--- config.mk ---
export PLATFORM = sky130hd
export DESIGN_NAME = rstk_circ
export DESIGN_NICKNAME = d
export VERILOG_FILES = /design/src/rtl/rstk_pkg.sv /design/src/rtl/rstk_ctrl.sv /design/src/rtl/rstk_store.sv /design/src/rtl/rstk_circ.sv
export SDC_FILE = /design/constraint.sdc
export NUM_CORES = 1
export LEC_CHECK = 0
export BUFFER_PORTS_ARGS = -buffer_cell sky130_fd_sc_hd__buf_2
export CAP_MARGIN = 10
export CORE_ASPECT_RATIO = 1.2
export CORE_MARGIN = 2
export CORE_UTILIZATION = 40
export DETAILED_ROUTE_END_ITERATION = 16
export GPL_ROUTABILITY_DRIVEN = 0
export PLACE_DENSITY = 0.64
export SLEW_MARGIN = 40
export SYNTH_ARGS = -nofsm -noshare
export SYNTH_HDL_FRONTEND = slang
export SYNTH_HIERARCHICAL = 1
export SYNTH_SLANG_ARGS = --single-unit
--- constraint.sdc ---
create_clock -name clk -period 8.7 [get_ports clk]
set_input_delay 2.61 -clock clk [delete_from_list [all_inputs] [get_ports clk]]
set_output_delay 2.61 -clock clk [all_outputs]
set_load 0.01 [all_outputs]
--- src/rtl/rstk_pkg.sv ---
package rstk_pkg;
  typedef enum logic [1:0] {
    OP_IDLE = 2'b00,
    OP_POP  = 2'b01,
    OP_PUSH = 2'b10,
    OP_SWAP = 2'b11
  } rstk_op_e;

  function automatic rstk_op_e rstk_decode(input logic push, input logic pop);
    return rstk_op_e'({push, pop});
  endfunction
endpackage

--- src/rtl/rstk_ctrl.sv ---
module rstk_ctrl
  import rstk_pkg::*;
#(
  parameter int DEPTH = 16,
  localparam int PTR_W = $clog2(DEPTH),
  localparam int CNT_W = $clog2(DEPTH + 1)
) (
  input  logic             clk,
  input  logic             rst_n,
  input  logic             push_i,
  input  logic             pop_i,
  output logic             wr_en_o,
  output logic [PTR_W-1:0] wr_idx_o,
  output logic [PTR_W-1:0] rd_idx_o,
  output logic [CNT_W-1:0] level_o,
  output logic             full_o,
  output logic             empty_o,
  output logic             underflow_o
);
  localparam logic [CNT_W-1:0] LVL_MAX = CNT_W'(DEPTH);

  logic [PTR_W-1:0] top_q, top_d;
  logic [CNT_W-1:0] lvl_q, lvl_d;
  logic             unf_q, unf_d;
  logic             state_en;
  rstk_op_e         op;

  assign op       = rstk_decode(push_i, pop_i);
  assign full_o   = (lvl_q == LVL_MAX);
  assign empty_o  = (lvl_q == '0);
  assign state_en = (op != OP_IDLE) || unf_q;

  always_comb begin
    top_d = top_q;
    lvl_d = lvl_q;
    unf_d = 1'b0;
    case (op)
      OP_PUSH: begin
        top_d = top_q + PTR_W'(1);
        if (!full_o) lvl_d = lvl_q + CNT_W'(1);
      end
      OP_POP: begin
        top_d = top_q - PTR_W'(1);
        if (empty_o) unf_d = 1'b1;
        else         lvl_d = lvl_q - CNT_W'(1);
      end
      OP_SWAP: unf_d = empty_o;
      default: ;
    endcase
  end

  always_ff @(posedge clk or negedge rst_n) begin
    if (!rst_n) begin
      top_q <= '0;
      lvl_q <= '0;
      unf_q <= 1'b0;
    end else if (state_en) begin
      top_q <= top_d;
      lvl_q <= lvl_d;
      unf_q <= unf_d;
    end
  end

  assign wr_en_o     = push_i;
  assign wr_idx_o    = (op == OP_SWAP) ? (top_q - PTR_W'(1)) : top_q;
  assign rd_idx_o    = top_q - PTR_W'(1);
  assign level_o     = lvl_q;
  assign underflow_o = unf_q;

  // occupancy bounded by the depth
  assert_level_bound_R3: assert property (@(posedge clk) disable iff (!rst_n)
    level_o <= LVL_MAX);

  // a lone push below full adds one entry
  assert_push_count_R3: assert property (@(posedge clk) disable iff (!rst_n)
    (push_i && !pop_i && !full_o) |=> (level_o == $past(level_o) + CNT_W'(1)));

  // a lone push when full keeps the stack full
  assert_overwrite_full_R4: assert property (@(posedge clk) disable iff (!rst_n)
    (push_i && !pop_i && full_o) |=> full_o);

  // a pop on empty keeps the level at zero and pulses the flag
  assert_underflow_flag_R6: assert property (@(posedge clk) disable iff (!rst_n)
    (pop_i && !push_i && empty_o) |=> (underflow_o && empty_o));

  // a combined push and pop leaves the occupancy alone
  assert_swap_level_R7: assert property (@(posedge clk) disable iff (!rst_n)
    (push_i && pop_i) |=> $stable(level_o));

  // an idle cycle changes no occupancy
  assert_idle_level_R8: assert property (@(posedge clk) disable iff (!rst_n)
    (!push_i && !pop_i) |=> $stable(level_o));
endmodule

--- src/rtl/rstk_store.sv ---
module rstk_store #(
  parameter int WIDTH = 49,
  parameter int DEPTH = 16,
  localparam int PTR_W = $clog2(DEPTH)
) (
  input  logic             clk,
  input  logic             wr_en_i,
  input  logic [PTR_W-1:0] wr_idx_i,
  input  logic [WIDTH-1:0] wr_data_i,
  input  logic [PTR_W-1:0] rd_idx_i,
  output logic [WIDTH-1:0] rd_data_o
);
  logic [WIDTH-1:0] slot_q [DEPTH];

  for (genvar g = 0; g < DEPTH; g++) begin : g_slot
    logic slot_en;
    assign slot_en = wr_en_i && (wr_idx_i == PTR_W'(g));
    always_ff @(posedge clk) begin
      if (slot_en) slot_q[g] <= wr_data_i;
    end
  end

  assign rd_data_o = slot_q[rd_idx_i];
endmodule

--- src/rtl/rstk_circ.sv ---
module rstk_circ #(
  parameter int WIDTH = 49,
  parameter int DEPTH = 16,
  localparam int PTR_W = $clog2(DEPTH),
  localparam int CNT_W = $clog2(DEPTH + 1)
) (
  input  logic             clk,
  input  logic             rst_n,
  input  logic             push_i,
  input  logic             pop_i,
  input  logic [WIDTH-1:0] push_data_i,
  output logic [WIDTH-1:0] pop_data_o,
  output logic [CNT_W-1:0] level_o,
  output logic             full_o,
  output logic             empty_o,
  output logic             underflow_o
);
  logic             wr_en;
  logic [PTR_W-1:0] wr_idx;
  logic [PTR_W-1:0] rd_idx;

  initial begin
    assert_depth_pow2: assert ((DEPTH >= 2) && ((1 << PTR_W) == DEPTH))
      else $error("DEPTH must be a power of two");
  end

  rstk_ctrl #(.DEPTH(DEPTH)) u_ctrl (
    .clk         (clk),
    .rst_n       (rst_n),
    .push_i      (push_i),
    .pop_i       (pop_i),
    .wr_en_o     (wr_en),
    .wr_idx_o    (wr_idx),
    .rd_idx_o    (rd_idx),
    .level_o     (level_o),
    .full_o      (full_o),
    .empty_o     (empty_o),
    .underflow_o (underflow_o)
  );

  rstk_store #(.WIDTH(WIDTH), .DEPTH(DEPTH)) u_store (
    .clk       (clk),
    .wr_en_i   (wr_en),
    .wr_idx_i  (wr_idx),
    .wr_data_i (push_data_i),
    .rd_idx_i  (rd_idx),
    .rd_data_o (pop_data_o)
  );

  // a lone push becomes the visible top next cycle
  assert_push_visible_R2: assert property (@(posedge clk) disable iff (!rst_n)
    (push_i && !pop_i) |=> (pop_data_o == $past(push_data_i)));

  // a combined push and pop replaces the top
  assert_swap_top_R7: assert property (@(posedge clk) disable iff (!rst_n)
    (push_i && pop_i) |=> (pop_data_o == $past(push_data_i)));

  // an idle cycle leaves the visible top alone
  assert_idle_top_R8: assert property (@(posedge clk) disable iff (!rst_n)
    (!push_i && !pop_i) |=> $stable(pop_data_o));
endmodule

Word level (Yosys, flattened, before mapping) --
Memory sizes are Yosys's and may differ from the RTL's. Cells that the tools add are included. Widths: inputs -> output; s select.
Storage, ports and cells: memories kept 1, word-level logic and storage cells 151, bits of input ports 53, output and inout bits 57, bits in writable memories 784, bits in registers 10
Cells by class: add/subtract/negate cells 4, mux-type cells 84, eq/ne operators 21, reductions and logical operators 38
Memory list:
- u_store.slot_q | depth 16, width 49, rd ports 1, clocked after Yosys merged registers in 0, write ports 1, RTL line rstk_store.sv:13 | logic [WIDTH-1:0] slot_q [DEPTH];
Operators with widths (count):
- $mux 49 | 15
- $reduce_or 49->1 | 15
- $mux 4 | 16
- $mux 1 | 48
- $eq 4x4->1 const B | 8
- $eq 4x3->1 const B | 4
- $logic_and 1x1->1 | 16
- $mux 5 | 2
- $pmux 5 s2 | 1
- $eq 4x2->1 const B | 2
- $pmux 4 s2 | 1
- $add 5x1->5 const B | 1
- $eq 5x5->1 const B | 1
- $logic_not 5->1 | 1
- $sub 5x1->5 const B | 1
- $add 4x1->4 const B | 1
- $eq 2x2->1 const B | 2
- $eq 4x1->1 const B | 1
- $logic_not 4->1 | 1
- $ne 2x2->1 const B | 2
- $reduce_and 4->1 | 1
- $reduce_bool 2->1 | 2
- $sub 4x1->4 const B | 1
- $eq 2x1->1 const B | 1
- 3 further kinds | 3

Logic depth before layout (Yosys ltp) --
Gate-level depths: netlist of run 1.
word-level depth 22, gate-level depth with buffers 9, depth with buffers taken out 8

Modules after synthesis --
The synthesis of run 1 kept the hierarchy.
By module, submodules not included:
- rstk_store | cells each 1219, area an instance 29355.7 um^2, instances 1, seq. area each 23542.6 um^2
- rstk_ctrl | cells each 84, area an instance 802.0 um^2, instances 1, seq. area each 250.2 um^2

Worst setup path before layout of run 1 --
OpenSTA, ideal clock, no wires.
path type input to register, from input port push_i, to memory u_store.slot_q[0][0], enable pin, data required time 8.184 ns, arrival 6.946 ns, path slack 1.238 ns, library setup time 0.516 ns, stages 5, path buffers 0, cell sequence ha_1 > nand2_1 > xnor2_1 > or3b_2 > nor3_1
RTL lines:
- from (decl) | RTL line rstk_circ.sv:9 | input logic push_i,
- $eq 2x2->1 | RTL line rstk_ctrl.sv:65 | assign wr_idx_o = (op == OP_SWAP) ? (top_q - PTR_W'(1)) : top_q;
- $mux 4 | RTL line rstk_ctrl.sv:65
- via wr_idx[2] | RTL line rstk_circ.sv:19 | logic [PTR_W-1:0] wr_idx;
- $logic_not 4->1 | RTL line rstk_store.sv:17 | assign slot_en = wr_en_i && (wr_idx_i == PTR_W'(g));
- $logic_and 1x1->1 | RTL line rstk_store.sv:17
- via u_store.g_slot[0].slot_en | RTL line rstk_store.sv:16 | logic slot_en;
- $mux 1 | RTL line rstk_store.sv:19 | if (slot_en) slot_q[g] <= wr_data_i;
- $mux 1 (implied by the code) | RTL line rstk_store.sv:19
- $mux 1 (no source line) (15 in a row)
- to (decl) | RTL line rstk_store.sv:13
The timed path passes the listed nets, and every way through them passes these cells.

Worst setup path after layout of run 1 --
from register u_ctrl.top_q[0], to output port pop_data_o[38]
On the way: longest elaborated chain between the ends 2
Ends and longest elaborated chain:
- from (decl) | RTL line rstk_ctrl.sv:22 | logic [PTR_W-1:0] top_q, top_d;
- from (signal assigned) | RTL line rstk_ctrl.sv:58 | top_q <= top_d;
- $sub 4x1->4 | RTL line rstk_ctrl.sv:66 | assign rd_idx_o = top_q - PTR_W'(1);
- via rd_idx[0] | RTL line rstk_circ.sv:20 | logic [PTR_W-1:0] rd_idx;
- $mem_v2 16x49
- to (decl) | RTL line rstk_circ.sv:12 | output logic [WIDTH-1:0] pop_data_o,
The timed path passes the listed nets, and every way through them passes these cells.

==> results of run 1 <==
-- logic make-up after synthesis --
kind of cell               synth area share
DFF                                   0.789
muxes                                 0.148
AOI/OAI and AO/OA                    0.0275
and+or+nand+nor                      0.0144
buffers and inverters                0.0135
xor gates and xnor gates            0.00378
adders and majority gates           0.00373
-- worst paths after layout --
| check | cells past startpoint | slack, ns | from | to |
|---|---|---|---|---|
| max | 8 | 1.92 | u_ctrl/top_q[0]$_DFFE_PN0P_ | pop_data_o[38] |
| min | 1 | 0.55 | u_ctrl/level_o[4]$_DFFE_PN0P_ | u_ctrl/underflow_o$_DFFE_PN0P_ |
| max reg2reg | 6 | 4.55 | u_ctrl/top_q[0]$_DFFE_PN0P_ | u_store/slot_q[2][39]$_DFFE_PP_ |
| min reg2reg | 1 | 0.55 | u_ctrl/level_o[4]$_DFFE_PN0P_ | u_ctrl/underflow_o$_DFFE_PN0P_ |
| max in group asynchronous | 1 | 6.67 | rst_n | u_ctrl/top_q[3]$_DFFE_PN0P_ |
| min in group asynchronous | 1 | 1.83 | rst_n | u_ctrl/level_o[4]$_DFFE_PN0P_ |
-- cell type report --
| cell class | count | area [µm²] |
|---|---|---|
| Antenna cell | 1 | 2.50 |
| Timing Repair Buffer | 148 | 967 |
| Inverter | 9 | 48.8 |
| Clock buffer | 93 | 2010 |
| Fill cell | 6235 | 40100 |
| Tap cell | 1008 | 1260 |
| Sequential cell | 794 | 23800 |
| Multi-Input combinational cell | 431 | 6090 |
| Clock inverter | 50 | 581 |
-- power breakdown --
part	total [mW]	switching, mW	internal (mW)
Combinational	3.48	2.16	1.32
Clock	3.38	1.43	1.94
Sequential	4.69	0.0972	4.60
Total	11.6	3.70	7.86
-- per-layer routing --
layer	vias to the layer above	GRT usage	routed length [µm]
met5	-	0	69
met4	10	0.0490	1310
met3	97	0.0311	3660
met2	442	0.297	34300
met1	7629	0.232	27500
li1	5881	-	-
-- worst max-delay path, stage by stage, from the launching register on --
cell and delay (ns):
dfrtp_1 0.48, inv_8 0.48, ha_1 0.44, inv_8 0.61
buf_4 0.54, mux4_2 0.37, a22oi_1 0.21, nand2_1 0.15
buf_2 0.17
-- registers in the layout (all words and copies together) (netlist names) --
signal and cells:
u_store/slot_q 784, u_ctrl/level_o 5, u_ctrl/top_q 4, u_ctrl/underflow_o 1
-- stage by stage --
| stage | instances | util | area, µm² | setup slack (ns) |
|---|---|---|---|---|
| 6_report | 2534 | 0.464 | 34800 | 1.92 |
| 5_1_grt | 2534 | 0.464 | 34800 | 1.66 |
| 4_1_cts | 2533 | 0.464 | 34800 | 1.79 |
| 3_5_place_dp | 2390 | 0.430 | 32200 | 2.48 |
| 3_3_place_gp | 2383 | 0.427 | 32000 | 2.51 |
| 2_1_floorplan | 1303 | - | 30200 | 1.24 |
-- Yosys cell counts (2+ instances only) --
master    count  share of area
a211oi_1      2        0.00050
a21oi_1       2        0.00033
a22oi_1      98          0.024
and2_1        2        0.00041
buf_2        13         0.0022
buf_4        10         0.0025
buf_6         8         0.0030
clkbuf_1     37         0.0046
dfrtp_1      10         0.0083
edfxtp_1    784           0.78
ha_1          9         0.0037
inv_1         9         0.0011
mux2i_1       3         0.0010
mux4_2      196           0.15
nand2_1      54         0.0067
nand2b_1      2        0.00041
nand3_1       3        0.00050
nand3b_1      2        0.00050
nor2_1       19         0.0024
nor2b_1       2        0.00041
nor3_1        6         0.0010
nor3b_1       2        0.00050
nor4bb_1      2        0.00066
o21ai_0       3        0.00050
xnor2_1       8         0.0023
xor2_1        5         0.0015
-- cell usage in the layout (no fill, tap or decap), drive strengths merged, types with 10 or more instances in the layout --
| cell | instances |
|---|---|
| nand2 | 54 |
| mux4 | 196 |
| buf | 148 |
| a22oi | 98 |
| clkbuf | 93 |
| dfrtp | 10 |
| inv | 12 |
| clkinv | 34 |
| edfxtp | 784 |
| nor2 | 19 |
==> flow_metrics.env, run 1 <==
export IMPL_cts_setup_buffers=0
export IMPL_min_period_ns=6.78
export IMPL_clkSlewWorstSetupHoldPaths_ns=0.06
export IMPL_ys_ff_latch=794
export IMPL_irDropWorstVdd_mv=0.244
export IMPL_wl_per_cell_um=26.4
export IMPL_drive_gt1_frac=0.315
export IMPL_synth_edf_count=784
export IMPL_cts_buffer_depth=3
export IMPL_dr_first_iter_drc_count=1444
export IMPL_syn_area_mm2=0.0302
export IMPL_synth_ff_type="edfxtp_1"
export IMPL_h_tree_depth=3
export IMPL_overflow=0
export IMPL_ios=110
export IMPL_row_count=110
export IMPL_power_mw=11.6
export IMPL_clkLatencyLatePin_ns=0.63
export IMPL_leakage_nw=11.1
export IMPL_crit_type="flip-flop to output pin"
export IMPL_crit_arrival_ns=4.17
export IMPL_postSynth_asyncResetShare=0.0126
export IMPL_seq_area_frac_synth=0.789
export IMPL_antenna_found_initial=10
export IMPL_die_area_mm2=0.0776
export IMPL_ant_nets=0
export IMPL_hp_class="flip-flop to flip-flop"
export IMPL_vias_per_cell=5.55
export IMPL_drv_slew=0
export IMPL_ctsHoldBuffers=0
export IMPL_start_util=0.403
export IMPL_first_global_vias=14909
export IMPL_grt_use_total=0.175
export IMPL_drc=0
export IMPL_final_setup_skew_ns=0.0208
export IMPL_worst_pin_slew_ns=0.811
export IMPL_via_count=14059
export IMPL_grt_pass1_wl_um=98800
export IMPL_rsz0062_at_grt="false"
export IMPL_cts_root_buffer="clkbuf_16"
export IMPL_timing_hold_violations_final=0
export IMPL_grt_max_degree=97
export IMPL_avgSynthCellArea_um2=23.1
export IMPL_cts_buffers=78
export IMPL_fmax_mhz=147
export IMPL_endpoint_kind="output pin"
export IMPL_area_delta_synth_final_pct=15.2
export IMPL_fp_dieH_um=305
export IMPL_power_density_mw_per_mm2=332
export IMPL_run_status="complete, no violations"
export IMPL_ys_types=38
export IMPL_fin_worst_hold_slack_ns=0.546
export IMPL_nets=1524
export IMPL_yosys_warnings=6
export IMPL_die_w_um=255
export IMPL_drv_cap=0
export IMPL_required_ns=6.09
export IMPL_routed_wl_um=66900
export IMPL_cts_sinks=794
export IMPL_drt_first_pass_iters=5
export IMPL_report_final_setup_viol=0
export IMPL_max_slew_margin_rel=0.460
export IMPL_critPathMaxFanout=96
export IMPL_startpoint_type="flip-flop"
export IMPL_cts_tree="yes"
export IMPL_setup_tns_ns=0
export IMPL_ctsResizeCount=0
export IMPL_synth_cells=1303
export IMPL_coreArea_mm2=0.0749
export IMPL_syn_num_nets=1365
export IMPL_dp_hpwl_um=34700
export IMPL_io_buffer_count=109
export IMPL_fin_crit_sh=0.779
Note: power is estimated with default switching activity, not from simulation.
==> run 2, diff against run 1 <==
ABC_AREA = 1   (was not set)
PLACE_DENSITY = 0.65   (was 0.64)
clock period = 6 ns   (was 8.7 ns; I/O delays follow)
==> run 2 against run 1 <==
First-iteration DRC count rose by 35%. Clock skew fell by 0.0015 ns. Sequential cell count did not move. Critical path type unchanged. Highest routed layer unchanged.
==> flow_metrics.env, run 2 <==
export IMPL_run_status="complete, no violations"
export IMPL_yosys_top_cells_count="1,061 x nand2_1, 784 x edfxtp_1, 607 x inv_1"
export IMPL_startpoint_type="flip-flop"
export IMPL_clkSlewWorstSetupHoldPaths_ns=0.06
export IMPL_rr_startpoint="u_ctrl/top_q[0]$_DFFE_PN0P_"
export IMPL_die_area_mm2=0.0890
export IMPL_drc=0
export IMPL_stdcell_count=4581
export IMPL_synth_ff_type="edfxtp_1"
export IMPL_dp_slack_ns=1.49
export IMPL_dpl_instance_area_mm2=0.0363
export IMPL_timing_hold_violations_final=0
export IMPL_wl_per_cell_um=18.5
export IMPL_grt_max_degree=179
export IMPL_h_tree_depth=3
export IMPL_nets=3439
export IMPL_mostFrequentLayoutCells="1,061 x nand2_1, 784 x edfxtp_1, 604 x inv_1"
export IMPL_clkLatencyLatePin_ns=0.64
export IMPL_hold_path_end="u_ctrl/top_q[3]$_DFFE_PN0P_"
export IMPL_yosys_cell_count_top_type="nand2_1"
export IMPL_rsz0062_at_grt="false"
export IMPL_cts_root_buffer="clkbuf_16"
export IMPL_final_setup_skew_ns=0.0193
export IMPL_min_period_ns=5.22
export IMPL_report_final_setup_viol=0
export IMPL_fp_dieH_um=326
export IMPL_hold_depth=2
export IMPL_ys_ff_latch=794
export IMPL_fmax_mhz=192
export IMPL_setup_tns_ns=0
export IMPL_ant_nets=0
export IMPL_dr_first_iter_drc_count=1943
export IMPL_fin_area_mm2=0.0391
export IMPL_dp_cells=4435
export IMPL_utilization=0.455
export IMPL_yosys_area_top_type="edfxtp_1"
export IMPL_vias_per_cell=4.94
export IMPL_cts_buffers=79
export IMPL_postSynth_asyncResetShare=0.0126
export IMPL_drv_slew=0
export IMPL_grt_pass1_wl_um=129000
export IMPL_regToRegEndpoint="u_store/slot_q[4][2]$_DFFE_PP_"
export IMPL_fin_worst_hold_slack_ns=0.517
export IMPL_crit_type="flip-flop to output pin"
export IMPL_worst_pin_slew_ns=0.955
export IMPL_cts_setup_buffers=0
export IMPL_drive_gt1_frac=0.0939
export IMPL_synth_edf_count=784
export IMPL_irDropWorstVdd_mv=0.878
export IMPL_power_density_mw_per_mm2=488
export IMPL_seq_area_frac_synth=0.687
export IMPL_coreArea_mm2=0.0861
export IMPL_ctsHoldBuffers=0
export IMPL_seq_area_mm2=0.0238
export IMPL_cts_tree="yes"
export IMPL_required_ns=4.20
export IMPL_largest_registers="u_store/slot_q: 784 flops, u_ctrl/level_o: 5 flops, u_ctrl/top_q: 4 flops"
export IMPL_critPathMaxFanout=52
export IMPL_synth_cells=3301
export IMPL_hold_start="u_ctrl/top_q[3]$_DFFE_PN0P_"
export IMPL_via_count=22634
export IMPL_antenna_found_initial=7
export IMPL_max_flop_register="u_store/slot_q"
export IMPL_area_delta_synth_final_pct=13.0
export IMPL_drv_cap=0
export IMPL_grt_use_total=0.189
export IMPL_finalWorstSetupSlack_ns=0.779
export IMPL_ctsResizeCount=0
export IMPL_r2r_cells=9
export IMPL_yosys_warnings=6
export IMPL_ys_types=35
export IMPL_overflow=0
export IMPL_largest_reg_flops=784
export IMPL_synth_top_cell_area_share=0.679
export IMPL_endpoint_kind="output pin"
export IMPL_avgSynthCellArea_um2=10.5
export IMPL_crit_arrival_ns=3.42
export IMPL_mostFrequentLayoutCell="nand2_1"
export IMPL_power_mw=19.1
export IMPL_netlist_top_cells_area="edfxtp_1 68%, nand2_1 11%, nand3_1 8.7%"
export IMPL_syn_num_nets=3363
export IMPL_row_count=118
export IMPL_leakage_nw=16.7
export IMPL_die_w_um=273
export IMPL_multi_input_area_mm2=0.00757
export IMPL_dp_hpwl_um=43000
export IMPL_max_slew_margin_rel=0.363
export IMPL_ios=110
export IMPL_first_global_vias=22214
export IMPL_hp_class="flip-flop to flip-flop"
export IMPL_syn_area_mm2=0.0346
export IMPL_r2r_slack_ns=2.12
export IMPL_cts_sinks=794
export IMPL_routed_wl_um=84600
export IMPL_start_util=0.403
export IMPL_fill_cells=7729
export IMPL_io_buffer_count=109
export IMPL_cts_buffer_depth=3
export IMPL_drt_first_pass_iters=6
export IMPL_fin_crit_sh=0.870
-- run 2: cell count changes in the layout (fill, tap and decap cells not counted), moves of 19 or more --
cell     delta
nand3_1   +598
mux4_2    -196
a22oi_1    -98
buf_12     +19
nand2_1  +1007
inv_1     +597
-- run 2: how the worst max path moves through the flow --
| stage | from | to | slack, ns | cells after the start |
|---|---|---|---|---|
| after CTS | u_ctrl/top_q[0]$_DFFE_PN0P_ | pop_data_o[29] | 0.80 | 10 |
| final | u_ctrl/top_q[0]$_DFFE_PN0P_ | pop_data_o[29] | 0.78 | 10 |
| after global placement | u_ctrl/top_q[0]$_DFFE_PN0P_ | pop_data_o[30] | 1.50 | 10 |
| after global routing | u_ctrl/top_q[0]$_DFFE_PN0P_ | pop_data_o[29] | 0.67 | 10 |
| after floorplan | push_i | u_store/slot_q[12][0]$_DFFE_PP_ | 0.89 | 5 |
| after detailed placement | u_ctrl/top_q[0]$_DFFE_PN0P_ | pop_data_o[29] | 1.49 | 10 |
-- run 2: layout make-up --
type                            count  area share
Timing Repair Buffer              160      0.0303
Tap cell                         1140      0.0364
Multi-Input combinational cell   1724       0.193
Sequential cell                   794       0.608
Clock inverter                     49      0.0182
Inverter                          618      0.0607
Antenna cell                        2    0.000128
Clock buffer                       94      0.0532
-- run 2: power breakdown --
group	total (mW)	internal, mW	switching (mW)
Clock	5.31	3.19	2.12
Combinational	7.09	2.08	5.01
Sequential	6.72	6.60	0.123
-- run 2: kinds of logic after synthesis --
group / after synthesis / share of synthesized area
AND/OR/NAND/NOR: 1693 / 0.207
adder cells (fa/ha/maj): 9 / 0.00325
XOR/XNOR: 5 / 0.00148
AO/OA/AOI/OAI: 17 / 0.00300
buffers and inverters: 783 / 0.0987
flip-flops: 794 / 0.687
-- run 2: per-layer routing --
| layer | share of wire | vias to the layer above | routed length (µm) | global-route usage |
|---|---|---|---|---|
| met5 | 0.00039 | - | 33 | 0 |
| met4 | 0.030 | 6 | 2570 | 0.0755 |
| met3 | 0.063 | 150 | 5290 | 0.0266 |
| met2 | 0.49 | 757 | 41300 | 0.322 |
| met1 | 0.42 | 10918 | 35400 | 0.243 |
| li1 | - | 10803 | - | - |
-- run 2: worst max-delay path, cell delays in order, from the launching register on --
cell and delay (ns):
dfrtp_1 0.52, inv_8 0.16, ha_1 0.43, inv_6 0.10
inv_6 0.35, buf_12 0.33, nand3_1 0.12, nand3_1 0.09
nand3_1 0.09, nand2_1 0.25, buf_2 0.19
==> run 3, diff against run 2 <==
PLACE_DENSITY = not set   (was 0.65)
==> run 3 against run 2 <==
Sequential power about the same. First-iteration DRC count shrank 9.3%. Clock skew down 0.0024 ns. Register-to-register slack worse by 0.36 ns. Global-route usage is 0.13 points higher. Total power fell by 2.8%. Sequential cell count is the same. Clock power down 10%. Critical path depth unchanged. Non-clock buffer count fell by 1.
==> flow_metrics.env, run 3 (same netlist as run 2, synthesis figures left out) <==
export IMPL_rsz0062_at_grt="false"
export IMPL_die_w_um=273
export IMPL_max_slew_margin_rel=0.204
export IMPL_nets=3437
export IMPL_required_ns=4.20
export IMPL_worst_pin_slew_ns=1.19
export IMPL_fin_area_mm2=0.0387
export IMPL_dr_first_iter_drc_count=1762
export IMPL_mostFrequentLayoutCells="1,061 x nand2_1, 784 x edfxtp_1, 604 x inv_1"
export IMPL_io_buffer_count=109
export IMPL_first_global_vias=21462
export IMPL_utilization=0.450
export IMPL_report_final_setup_viol=0
export IMPL_ant_nets=0
export IMPL_grt_pass1_wl_um=129000
export IMPL_h_tree_depth=3
export IMPL_setup_tns_ns=0
export IMPL_ctsHoldBuffers=0
export IMPL_cts_setup_buffers=0
export IMPL_dp_cells=4434
export IMPL_die_area_mm2=0.0890
export IMPL_overflow=0
export IMPL_cts_buffer_depth=3
export IMPL_drv_slew=0
export IMPL_dp_slack_ns=1.22
export IMPL_clkLatencyLatePin_ns=0.62
export IMPL_vias_per_cell=4.90
export IMPL_hp_class="flip-flop to flip-flop"
export IMPL_area_delta_synth_final_pct=11.8
export IMPL_grt_use_total=0.190
export IMPL_endpoint_kind="output pin"
export IMPL_critPathMaxFanout=72
export IMPL_coreArea_mm2=0.0861
export IMPL_dp_hpwl_um=44400
export IMPL_grt_max_degree=170
export IMPL_power_density_mw_per_mm2=480
export IMPL_finalWorstSetupSlack_ns=0.615
export IMPL_largest_reg_flops=784
export IMPL_leakage_nw=16.5
export IMPL_dpl_instance_area_mm2=0.0363
export IMPL_cts_root_buffer="clkbuf_16"
export IMPL_routed_wl_um=84600
export IMPL_timing_hold_violations_final=0
export IMPL_via_count=22401
export IMPL_drive_gt1_frac=0.0887
export IMPL_crit_arrival_ns=3.58
export IMPL_fin_crit_sh=0.897
export IMPL_fp_dieH_um=326
export IMPL_cts_sinks=794
export IMPL_run_status="complete, no violations"
export IMPL_mostFrequentLayoutCell="nand2_1"
export IMPL_ios=110
export IMPL_clkSlewWorstSetupHoldPaths_ns=0.07
export IMPL_ctsResizeCount=0
export IMPL_largest_registers="u_store/slot_q: 784 flops, u_ctrl/level_o: 5 flops, u_ctrl/top_q: 4 flops"
export IMPL_drt_first_pass_iters=5
export IMPL_stdcell_count=4571
export IMPL_wl_per_cell_um=18.5
export IMPL_start_util=0.403
export IMPL_irDropWorstVdd_mv=0.519
export IMPL_crit_type="flip-flop to output pin"
export IMPL_hold_start="u_ctrl/underflow_o$_DFFE_PN0P_"
export IMPL_final_setup_skew_ns=0.0169
export IMPL_startpoint="u_ctrl/top_q[0]$_DFFE_PN0P_"
export IMPL_antenna_found_initial=8
export IMPL_cts_tree="yes"
export IMPL_rr_startpoint="u_ctrl/top_q[0]$_DFFE_PN0P_"
export IMPL_fmax_mhz=186
export IMPL_drc=0
export IMPL_min_period_ns=5.38
export IMPL_row_count=118
export IMPL_drv_cap=0
export IMPL_max_flop_register="u_store/slot_q"
export IMPL_cts_buffers=78
export IMPL_startpoint_type="flip-flop"
[run 3: cell type report]
type,count,area [µm²]
diodes,2,5.00
clock buffers,92,2030
repair buffers,159,1120
flip-flops and latches,794,23800
inverters,618,2380
multi-input cells,1724,7570
clock inverters,42,404
well taps,1140,1430
fillers,7863,47400
[run 3: through the flow]
stage | power, mW | hold slack, ns
3_5_place_dp | 14.0 | 0.502
2_1_floorplan | 11.4 | 0.470
3_3_place_gp | 14.0 | 0.488
4_1_cts | 18.8 | 0.521
5_1_grt | 19.6 | 0.540
6_report | 18.6 | 0.521
[run 3: metal layers]
| metal | wire [µm] | vias up | part of all wire | track usage |
|---|---|---|---|---|
| met5 | 104 | - | 0.0012 | 0.00483 |
| met3 | 4920 | 158 | 0.058 | 0.0273 |
| met2 | 41600 | 633 | 0.49 | 0.320 |
| met1 | 35700 | 10804 | 0.42 | 0.251 |
| met4 | 2320 | 10 | 0.027 | 0.0693 |
| li1 | - | 10796 | - | - |
[run 3: worst max-delay path: stages (launching register included)]
cell and delay (ns):
dfrtp_1 0.49, inv_8 0.21, ha_1 0.48, inv_8 0.21, inv_8 0.50, buf_4 0.42
nand3_1 0.12, nand3_1 0.12, nand3_1 0.07, nand2_1 0.16, buf_2 0.16
[run 3: worst paths after layout]
check / cells after the start / endpoint / slack, ns
max: 10 / pop_data_o[20] / 0.62
min: 2 / u_ctrl/underflow_o$_DFFE_PN0P_ / 0.52
max reg2reg: 9 / u_store/slot_q[12][2]$_DFFE_PP_ / 1.76
min reg2reg: 2 / u_ctrl/underflow_o$_DFFE_PN0P_ / 0.52
max in group asynchronous: 1 / u_ctrl/level_o[1]$_DFFE_PN0P_ / 4.74
min in group asynchronous: 1 / u_ctrl/level_o[0]$_DFFE_PN0P_ / 1.04
[run 3: power breakdown]
part	total, mW	switching (mW)	internal [mW]
clock	4.76	2.02	2.75
sequential	6.71	0.117	6.60
combinational	7.10	5.05	2.04
